===== config.mk =====
export PLATFORM = sky130hd
export DESIGN_NAME = rtc_dual_bank
export DESIGN_NICKNAME = d
export VERILOG_FILES = /design/src/rtl/rtc_dual_bank.sv
export SDC_FILE = /design/constraint.sdc
export NUM_CORES = 1
export LEC_CHECK = 0
export ABC_AREA = 0
export CAP_MARGIN = 20
export CORE_ASPECT_RATIO = 2
export CORE_MARGIN = 8
export CORE_UTILIZATION = 55
export DETAILED_ROUTE_END_ITERATION = 10
export PLACE_DENSITY = 0.82
export SLEW_MARGIN = 10
export SYNTH_ARGS = -nofsm -noshare
export SYNTH_HDL_FRONTEND = slang
export SYNTH_SLANG_ARGS = --single-unit

===== constraint.sdc =====
create_clock -name clk -period 3.1 [get_ports clk]
set_input_delay 0.62 -clock clk [delete_from_list [all_inputs] [get_ports clk]]
set_output_delay 0.62 -clock clk [all_outputs]
set_load 0.01 [all_outputs]

===== src/rtl/rtc_dual_bank.sv =====
module rtc_dual_bank (
  input  logic       clk,
  input  logic       rst_n,
  input  logic       tick_1hz,
  input  logic       osc_en,
  input  logic       hold,
  input  logic       wr_en,
  input  logic [2:0] wr_sel,
  input  logic [7:0] wr_data,
  output logic [7:0] ext_sec,
  output logic [7:0] ext_min,
  output logic [7:0] ext_hour,
  output logic [7:0] ext_dow,
  output logic [7:0] ext_date,
  output logic [7:0] ext_month,
  output logic [7:0] ext_year
);
  localparam int NF = 7;

  logic [7:0] cur [NF];
  logic [7:0] ext [NF];
  logic [7:0] nxt [NF];
  logic [7:0] int_sec, int_dow;
  logic       wr_hit, step;
  logic       w_sec, w_min, w_hour, w_date, w_mon;
  logic [6:0] yr_bin;
  logic       leap;
  logic [7:0] last_day;

  function automatic logic [7:0] bcd_inc(input logic [7:0] v);
    return (v[3:0] == 4'd9) ? {v[7:4] + 4'd1, 4'd0} : v + 8'd1;
  endfunction

  function automatic logic [7:0] reset_val(input int i);
    return (i == 3 || i == 4 || i == 5) ? 8'h01 : 8'h00;
  endfunction

  assign wr_hit = wr_en && (wr_sel != 3'd7);
  assign step   = osc_en && tick_1hz && !wr_hit;

  assign yr_bin = 7'(cur[6][7:4]) * 7'd10 + 7'(cur[6][3:0]);
  assign leap   = (yr_bin[1:0] == 2'b00);

  always_comb begin
    case (cur[5])
      8'h02:                      last_day = leap ? 8'h29 : 8'h28;
      8'h04, 8'h06, 8'h09, 8'h11: last_day = 8'h30;
      default:                    last_day = 8'h31;
    endcase
  end

  assign w_sec  = (cur[0] == 8'h59);
  assign w_min  = w_sec && (cur[1] == 8'h59);
  assign w_hour = w_min && (cur[2] == 8'h23);
  assign w_date = w_hour && (cur[4] == last_day);
  assign w_mon  = w_date && (cur[5] == 8'h12);

  always_comb begin
    nxt[0] = w_sec ? 8'h00 : bcd_inc(cur[0]);
    nxt[1] = !w_sec ? cur[1] : (cur[1] == 8'h59) ? 8'h00 : bcd_inc(cur[1]);
    nxt[2] = !w_min ? cur[2] : (cur[2] == 8'h23) ? 8'h00 : bcd_inc(cur[2]);
    nxt[3] = !w_hour ? cur[3] : (cur[3] == 8'h07) ? 8'h01 : bcd_inc(cur[3]);
    nxt[4] = !w_hour ? cur[4] : (cur[4] == last_day) ? 8'h01 : bcd_inc(cur[4]);
    nxt[5] = !w_date ? cur[5] : (cur[5] == 8'h12) ? 8'h01 : bcd_inc(cur[5]);
    nxt[6] = !w_mon ? cur[6] : (cur[6] == 8'h99) ? 8'h00 : bcd_inc(cur[6]);
  end

  for (genvar i = 0; i < NF; i++) begin : g_field
    always_ff @(posedge clk) begin
      if (!rst_n) begin
        cur[i] <= reset_val(i);
        ext[i] <= reset_val(i);
      end else begin
        if (wr_hit && wr_sel == 3'(i)) cur[i] <= wr_data;
        else if (step)                 cur[i] <= nxt[i];
        if (wr_hit && wr_sel == 3'(i)) ext[i] <= wr_data;
        else if (!hold)                ext[i] <= cur[i];
      end
    end
  end

  assign int_sec   = cur[0];
  assign int_dow   = cur[3];
  assign ext_sec   = ext[0];
  assign ext_min   = ext[1];
  assign ext_hour  = ext[2];
  assign ext_dow   = ext[3];
  assign ext_date  = ext[4];
  assign ext_month = ext[5];
  assign ext_year  = ext[6];
endmodule



## Word-level counts from Yosys, hierarchy flattened

Memories as Yosys holds them, arrays and structs flattened.
Cells that the tools add are included.

- Register bits after elaboration: 0
- RAM bits: 112
- Input bits: 17
- Word-level logic and storage cells: 206
- Memories kept: 2

Memories:

| name | depth | bits a word | rd ports | clocked after memory_dff | wr ports | line | text |
|---|---|---|---|---|---|---|---|
| cur | 7 | 8 | 7 | 0 | 7 | 20 | `logic [7:0] cur [NF];` |
| ext | 7 | 8 | 7 | 0 | 7 | 21 | `logic [7:0] ext [NF];` |

- Add/sub/neg operators: 15
- $mul: 1
- Equal/unequal tests: 26
- Multiplexer cells: 116
- Bitwise logic cells: 28
- Reductions and logical operators: 18

Operators by type and width:

| cell | count |
|---|---|
| 8-bit two-way mux | 48 |
| 1-bit two-way mux | 67 |
| 8-bit by 1-bit adder with 8-bit output, second input constant | 7 |
| 4-bit by 1-bit adder with 4-bit output, second input constant | 7 |
| 4-bit == test, second input constant | 7 |
| 1-bit OR | 28 |
| 8-bit by 3-bit == test with 1-bit output, second input constant | 3 |
| 8-bit by 5-bit == test with 1-bit output, second input constant | 2 |
| 8-bit by 7-bit == test with 1-bit output, second input constant | 2 |
| 1-bit logical AND | 14 |
| 5-bit one-hot mux with 2 select lines | 1 |
| 3-bit == test, second input constant | 3 |
| 8-bit by 2-bit == test with 1-bit output, second input constant | 1 |
| 8-bit by 4-bit == test with 1-bit output, second input constant | 1 |
| 8-bit by 6-bit == test with 1-bit output, second input constant | 1 |
| 8-bit == test | 1 |
| 8-bit == test, second input constant | 1 |
| 3-bit by 2-bit == test with 1-bit output, second input constant | 2 |
| 4-bit by 3-bit multiplier with 1-bit output, second input constant | 1 |
| 4-bit OR reduction | 1 |
| 3-bit by 1-bit == test with 1-bit output, second input constant | 1 |
| 3-bit logical NOT | 1 |
| 3-bit inequality test, second input constant | 1 |
| 2-bit adder | 1 |
| 2 further kinds | 2 |

## Longest topological paths before layout

Gate-level depths: netlist of run 1.
An unclocked memory read counts as a cell.

- Depth in word-level cells: 11
- Gate-level depth with buffers: 8
- Mapped depth without buffers: 8

## Least setup slack after synthesis of run 1

Ideal clock, no wire load.

- Path kind: reg2reg
- Start: memory cur[5][4]
- End: memory cur[6][0] (enable)
- Arrival: 2.272 ns
- Required time: 2.725 ns
- Path slack: 0.453 ns
- Cell stages (with the launch flop): 9
- Path buffers: 0
- Cells stage by stage: edfxtp_1 inv_1 ha_1 nand2b_1 mux2_4 o22a_1 nor4b_2 nor2_1 o31ai_2

RTL lines:

| element | line |
|---|---|
| start, declared | 20 |

==> run_results.csv, run 1 <==
group,metric,value,unit
run_status,status,"complete, no violations",
timing,max-slew-margin-rel,50.1,%
worst_setup_path,cp-end-kind,"flop",
cts,cts.sinks,112,
worst_setup_path,r2r_start,"cur[5][5]$_DFFE_PP_",
layout,nets,755,
yosys,yosys_warnings,0,
cts,clock_latency,0.35,ns
timing,rsz0062_at_grt,"no",
layout,fin_cells,860,
global_routing,grt_max_degree,18,
die,io_pins,73,
cts,cts_tree,"yes",
worst_setup_path,path_max_fanout,8,
detailed_routing,viasPerCell,5.93,
detailed_routing,first_pass_iters,9,
run,drv_cap,0,
timing,setup_viol,0,
yosys,ys_ff_latch,112,
place,place_inst,845,
cts,clkTransAtPathRegs,0.07,ns
worst_setup_path,reg2reg_depth,9,
layout,final_core_util,67.0,%
worst_setup_path,worstPathRequired,3.15,ns
layout,syn2layout_area_growth,19.3,%
cts,postCtsHoldBufs,0,
global_routing,grt-ovfl-total,0,
power_and_ir_drop,leakagePower,2.95,nW
die,start_util,56.2,%
die,dieHeight,168,um
die,die-area,15400,sq um
min_path,holdCritPathClass,"reg2reg",
power_and_ir_drop,power.density,466,nW/um^2
detailed_routing,route.detailed.drc,0,
detailed_routing,drt_iter0_drc,359,
yosys,ys_seq_area_share,53.0,%
yosys,async_flop_share,0,%
yosys,synth_edf_count,112,
place,hpwl,12300,um
layout,final_layout_size_suffix_gt1_share,5.85,%
timing,post-route-period-util,87.8,%
global_routing,antenna_found_initial,0,
detailed_routing,wire_per_inst,18.8,um
yosys,synth_common_cells,"nand2_1 (181), edfxtp_1 (112), o21ai_0 (39)",
yosys,netlist_instances,640,
worst_setup_path,r2r-end,"cur[6][7]$_DFFE_PP_",
yosys,synth_area,6340,sq um
detailed_routing,ant_nets,0,
worst_setup_path,start_kind,"flop",
power_and_ir_drop,peakVddDrop,292,uV
place,globalplace.congestion,0.893,
yosys,yosysMostFrequentCell,"nand2_1",
cts,htree_num_levels,3,
cts,ctsResizeCount,0,
worst_setup_path,startpoint,"cur[5][5]$_DFFE_PP_",
worst_setup_path,endpoint,"cur[6][7]$_DFFE_PP_",
timing,setup_tns,0,ns
timing,fin_crit,2.72,ns
place,place_ws,0.301,ns
yosys,synth_top_area_share,53.0,%
yosys,synth_cell_types,51,
yosys,synth_nets,681,
detailed_routing,vias,5102,
yosys,syn_avg_cell_area,9.91,sq um
worst_setup_path,arrival,2.77,ns
timing,finalHoldViolCount,0,
timing,skew,0.00882,ns
worst_setup_path,r2r_slack,0.38,ns
detailed_routing,drt_wl_total,16200,um
global_routing,grt_pass1_vias,5171,
yosys,yosys.area.top_type,"edfxtp_1",
yosys,synthTopCellsByArea,"edfxtp_1 (53%), nand2_1 (11%), ha_1 (4.7%)",
global_routing,grt_pass1_wl,26000,um
cts,cts-root-buf,"clkbuf_16",
worst_setup_path,crit_type,"reg2reg",
timing,fmax,368,MHz
layout,nFillCells,915,
cts,cts_inserted_buffers,9,
yosys,synth_ff_type,"edfxtp_1",
layout,diodes,0,
timing,holdWs,0.610,ns
die,die_w,91.9,um
timing,worst_pin_slew,0.749,ns
cts,cts_max_path_buffers,2,
die,coreArea,11300,sq um
die,num_rows,55,
place,port_buffers,72,
cts,post_cts_buffers,0,
timing,slew_violations,0,
timing,layout_setup_ws,0.379,ns
global_routing,grt.total_usage,21.1,%
## layout make-up
cell class	count	area, sq um	share of cell area (%)
sequential	112	3360	44.5
multi-input combinational	477	2760	36.5
timing repair buffer	91	863	11.4
clock buffer	9	225	2.98
tap	142	178	2.35
inverter	23	86.3	1.14
clock inverter	6	85.1	1.12
## metrics by stage
stage,total power [W],area [sq um]
6_report,0.00353,7560
4_1_cts,0.00354,7560
3_5_place_dp,0.00234,7250
2_1_floorplan,0.00212,6340
3_3_place_gp,0.00233,7250
5_1_grt,0.00364,7560
## how the worst min path moves through the flow
| stage | depth (start not counted) | endpoint | slack (ns) | from |
|---|---|---|---|---|
| floorplan | 2 | ext[0][7]$_DFFE_PP_ | 0.55 | cur[0][7]$_DFFE_PP_ |
| global placement | 2 | ext[2][7]$_DFFE_PP_ | 0.57 | cur[2][7]$_DFFE_PP_ |
| detailed placement | 2 | ext[6][7]$_DFFE_PP_ | 0.60 | cur[6][7]$_DFFE_PP_ |
| CTS | 2 | ext[6][7]$_DFFE_PP_ | 0.61 | cur[6][7]$_DFFE_PP_ |
| global route | 2 | ext[6][7]$_DFFE_PP_ | 0.65 | cur[6][7]$_DFFE_PP_ |
| finish | 2 | ext[6][7]$_DFFE_PP_ | 0.61 | cur[6][7]$_DFFE_PP_ |
## registers in the layout, indices dropped and copies added, names as in the netlist
name  cells
cur      56
ext      56
## layer usage
metal  GRT usage (%)  part of all wire, %  vias to the layer above
li1                -                    -                     2420
met5               0                    0                        -
met1            21.5                   36                     2464
met2            39.8                   56                      183
met4            10.1                  3.0                        0
met3            3.79                  5.4                       35
## critical path, stage by stage (launching register included)
cell and delay, ns:
edfxtp_1 0.49, inv_1 0.15, ha_1 0.23, nand2b_1 0.08, mux2_4 0.26, o22a_1 0.22, nor4b_2 0.41, nor2_1 0.13
o31ai_2 0.25, buf_4 0.22
## kinds of logic (layout without fill, tap and decap cells)
group / Yosys count / after routing / share of synthesized area, %
AO/OA/AOI/OAI: 118 / 118 / 11.8
XOR/XNOR: 35 / 35 / 4.84
adder cells (fa/ha/maj): 24 / 24 / 4.74
buffers and inverters: 51 / 129 / 3.37
flip-flops: 112 / 112 / 53.0
multiplexers: 4 / 4 / 0.710
AND/OR/NAND/NOR: 296 / 296 / 21.5
## placed cells by master (no fill, tap or decap), types with 6 or more instances in the layout
master,n
nand2_1,181
edfxtp_1,112
clkdlybuf4s50_1,72
o21ai_0,39
ha_1,24
inv_1,23
nor2_1,22
nand3_1,21
a21oi_1,20
xor2_1,19
buf_4,19
xnor2_1,16
nor2b_1,13
o21ai_1,12
nand2b_1,12
nand4_1,10
nand3b_1,9
clkbuf_16,9
a22o_1,8
nor3_1,7
a21boi_0,7
a32o_1,6
## where the power goes
| part | internal [W] | leakage, nW | switching [W] |
|---|---|---|---|
| Combinational | 0.000208 | 1.62 | 0.000247 |
| Clock | 0.000701 | 0.149 | 0.000511 |
| Sequential | 0.00177 | 1.19 | 0.0000872 |
Note: power is estimated with default switching activity, not from simulation.
==> run 2, diff against run 1 <==
MAX_ROUTING_LAYER = met4   (was unset)
==> run_results.csv, run 2 (synthesis gave the netlist of run 1 again) <==
group,metric,value,unit
die,coreArea,11300,sq um
run_status,status,"complete, no violations",
detailed_routing,drt_iter0_drc,470,
timing,rsz0062_at_grt,"no",
detailed_routing,route.detailed.drc,0,
die,num_rows,55,
timing,setup_tns,0,ns
timing,fmax,369,MHz
power_and_ir_drop,p_seq_share,55.0,%
cts,ctsResizeCount,0,
timing,fin_crit,2.71,ns
worst_setup_path,crit_slowest_cell,"edfxtp_1",
cts,cts_inserted_buffers,9,
worst_setup_path,r2r-end,"cur[6][6]$_DFFE_PP_",
power_and_ir_drop,power_frac_clock,31.6,%
power_and_ir_drop,p_sw_share,25.5,%
power_and_ir_drop,comb_power_share,13.4,%
layout,diodes,0,
cts,htree_num_levels,3,
place,globalplace.congestion,0.918,
timing,skew,0.00750,ns
global_routing,grt_pass1_vias,5164,
layout,final_common_cell,"nand2_1",
worst_setup_path,r2r_slack,0.39,ns
detailed_routing,wire_per_inst,18.9,um
cts,cts_tree,"yes",
cts,clkTransAtPathRegs,0.07,ns
min_path,holdCritPathClass,"reg2reg",
global_routing,antenna_found_initial,0,
detailed_routing,drt_wl_total,16300,um
timing,holdWs,0.603,ns
cts,cts_max_path_buffers,2,
worst_setup_path,critPathBufInv,2,
worst_setup_path,cp_slowest_stage_delay,0.48,ns
layout,final-seq-area,3360,sq um
place,port_buffers,72,
die,die-area,15400,sq um
worst_setup_path,reg2reg_depth,9,
worst_setup_path,start_kind,"flop",
worst_setup_path,cp-end-kind,"flop",
timing,slew_violations,0,
global_routing,grt_pass1_wl,25700,um
timing,post-route-period-util,87.5,%
timing,setup_viol,0,
cts,cts.sinks,112,
timing,worst_pin_slew,0.670,ns
die,die_w,91.9,um
worst_setup_path,crit_type,"reg2reg",
worst_setup_path,cp_top_family,"simple AND/OR/NAND/NOR gates",
cts,cts-root-buf,"clkbuf_16",
power_and_ir_drop,internal_power,0.00252,W
layout,multi_input_area,2760,sq um
worst_setup_path,worstPathRequired,3.17,ns
layout,final_layout_size_suffix_gt1_share,5.70,%
die,start_util,56.2,%
die,io_pins,73,
power_and_ir_drop,leakagePower,2.93,nW
detailed_routing,vias,5114,
layout,final_core_util,66.6,%
timing,max-slew-margin-rel,55.2,%
run,drv_cap,0,
power_and_ir_drop,peakVddDrop,386,uV
layout,top_regs,"cur (56), ext (56)",
power_and_ir_drop,power.density,450,nW/um^2
detailed_routing,viasPerCell,5.94,
timing,finalHoldViolCount,0,
die,dieHeight,168,um
global_routing,grt_max_degree,23,
detailed_routing,ant_nets,0,
layout,syn2layout_area_growth,18.6,%
worst_setup_path,path_max_fanout,8,
min_path,hold_end,"ext[2][7]$_DFFE_PP_",
place,hpwl,12300,um
cts,post_cts_buffers,0,
global_routing,grt.total_usage,21.7,%
layout,nets,755,
min_path,holdPathStages,2,
detailed_routing,first_pass_iters,5,
worst_setup_path,r2r_start,"cur[5][5]$_DFFE_PP_",
layout,final_cell_mix,"nand2_1 (181), edfxtp_1 (112), clkdlybuf4s50_1 (72)",
global_routing,grt-ovfl-total,0,
power_and_ir_drop,p_switching,0.000861,W
cts,postCtsHoldBufs,0,
cts,clock_latency,0.35,ns
min_path,hold_start,"cur[2][7]$_DFFE_PP_",
worst_setup_path,cp_cell_sequence,"inv_1 -> ha_1 -> nand2b_1 -> mux2_4 -> o22a_1 -> nor4b_2 -> nor2_1 -> o31ai_2 -> buf_4",
layout,nFillCells,927,
worst_setup_path,arrival,2.78,ns
## run 2: cell count changes in the layout (fill, tap and decap cells not counted), sizes merged
cell / change
clkbuf: +1
clkinv: +1
bufinv: -2
clkinvlp: +1
## run 2: worst max path at each step
| stage | start | endpoint | slack, ns | depth (start not counted) |
|---|---|---|---|---|
| 5_1_grt | cur[5][5]$_DFFE_PP_ | cur[6][1]$_DFFE_PP_ | 0.29 | 9 |
| 3_5_place_dp | cur[5][5]$_DFFE_PP_ | cur[6][4]$_DFFE_PP_ | 0.43 | 9 |
| 6_report | cur[5][5]$_DFFE_PP_ | cur[6][6]$_DFFE_PP_ | 0.39 | 9 |
| 4_1_cts | cur[5][5]$_DFFE_PP_ | cur[6][6]$_DFFE_PP_ | 0.41 | 9 |
| 3_3_place_gp | cur[5][4]$_DFFE_PP_ | cur[6][4]$_DFFE_PP_ | 0.48 | 9 |
| 2_1_floorplan | cur[5][4]$_DFFE_PP_ | cur[6][0]$_DFFE_PP_ | 0.45 | 8 |
## run 2: power by group through the flow
stage	Combinational (W)	Sequential, W	Clock [W]
2_1_floorplan	0.000230	0.00189	0
3_3_place_gp	0.000442	0.00189	0
3_5_place_dp	0.000452	0.00189	0
4_1_cts	0.000454	0.00186	0.00107
5_1_grt	0.000492	0.00187	0.00113
6_report	0.000454	0.00186	0.00107
## run 2: area by class of cell
cell class / count / area share, %
Clock buffer: 10 / 3.05
Clock inverter: 6 / 0.483
Inverter: 23 / 1.15
Multi-Input combinational cell: 477 / 36.7
Sequential cell: 112 / 44.7
Tap cell: 142 / 2.36
Timing Repair Buffer: 91 / 11.5
## run 2: routing by layer
layer	track usage [%]	vias up	routed length (um)
li1	-	2417	-
met1	22.0	2445	6020
met2	38.9	204	8810
met3	3.12	48	817
met4	11.3	0	612
met5	-	-	0
## run 2: stage by stage
step	std cells	cell area (sq um)	setup WS [ns]	total power [W]
global placement	845	7250	0.478	0.00233
CTS	861	7520	0.413	0.00338
global route	861	7520	0.290	0.00349
detailed placement	845	7250	0.433	0.00234
floorplan	640	6340	0.453	0.00212
finish	861	7520	0.388	0.00338
## run 2: worst register-to-register path, stage by stage, from the launching register on
cell	delay, ns
edfxtp_1	0.48
inv_1	0.15
ha_1	0.22
nand2b_1	0.07
mux2_4	0.27
o22a_1	0.22
nor4b_2	0.41
nor2_1	0.12
o31ai_2	0.27
buf_4	0.21
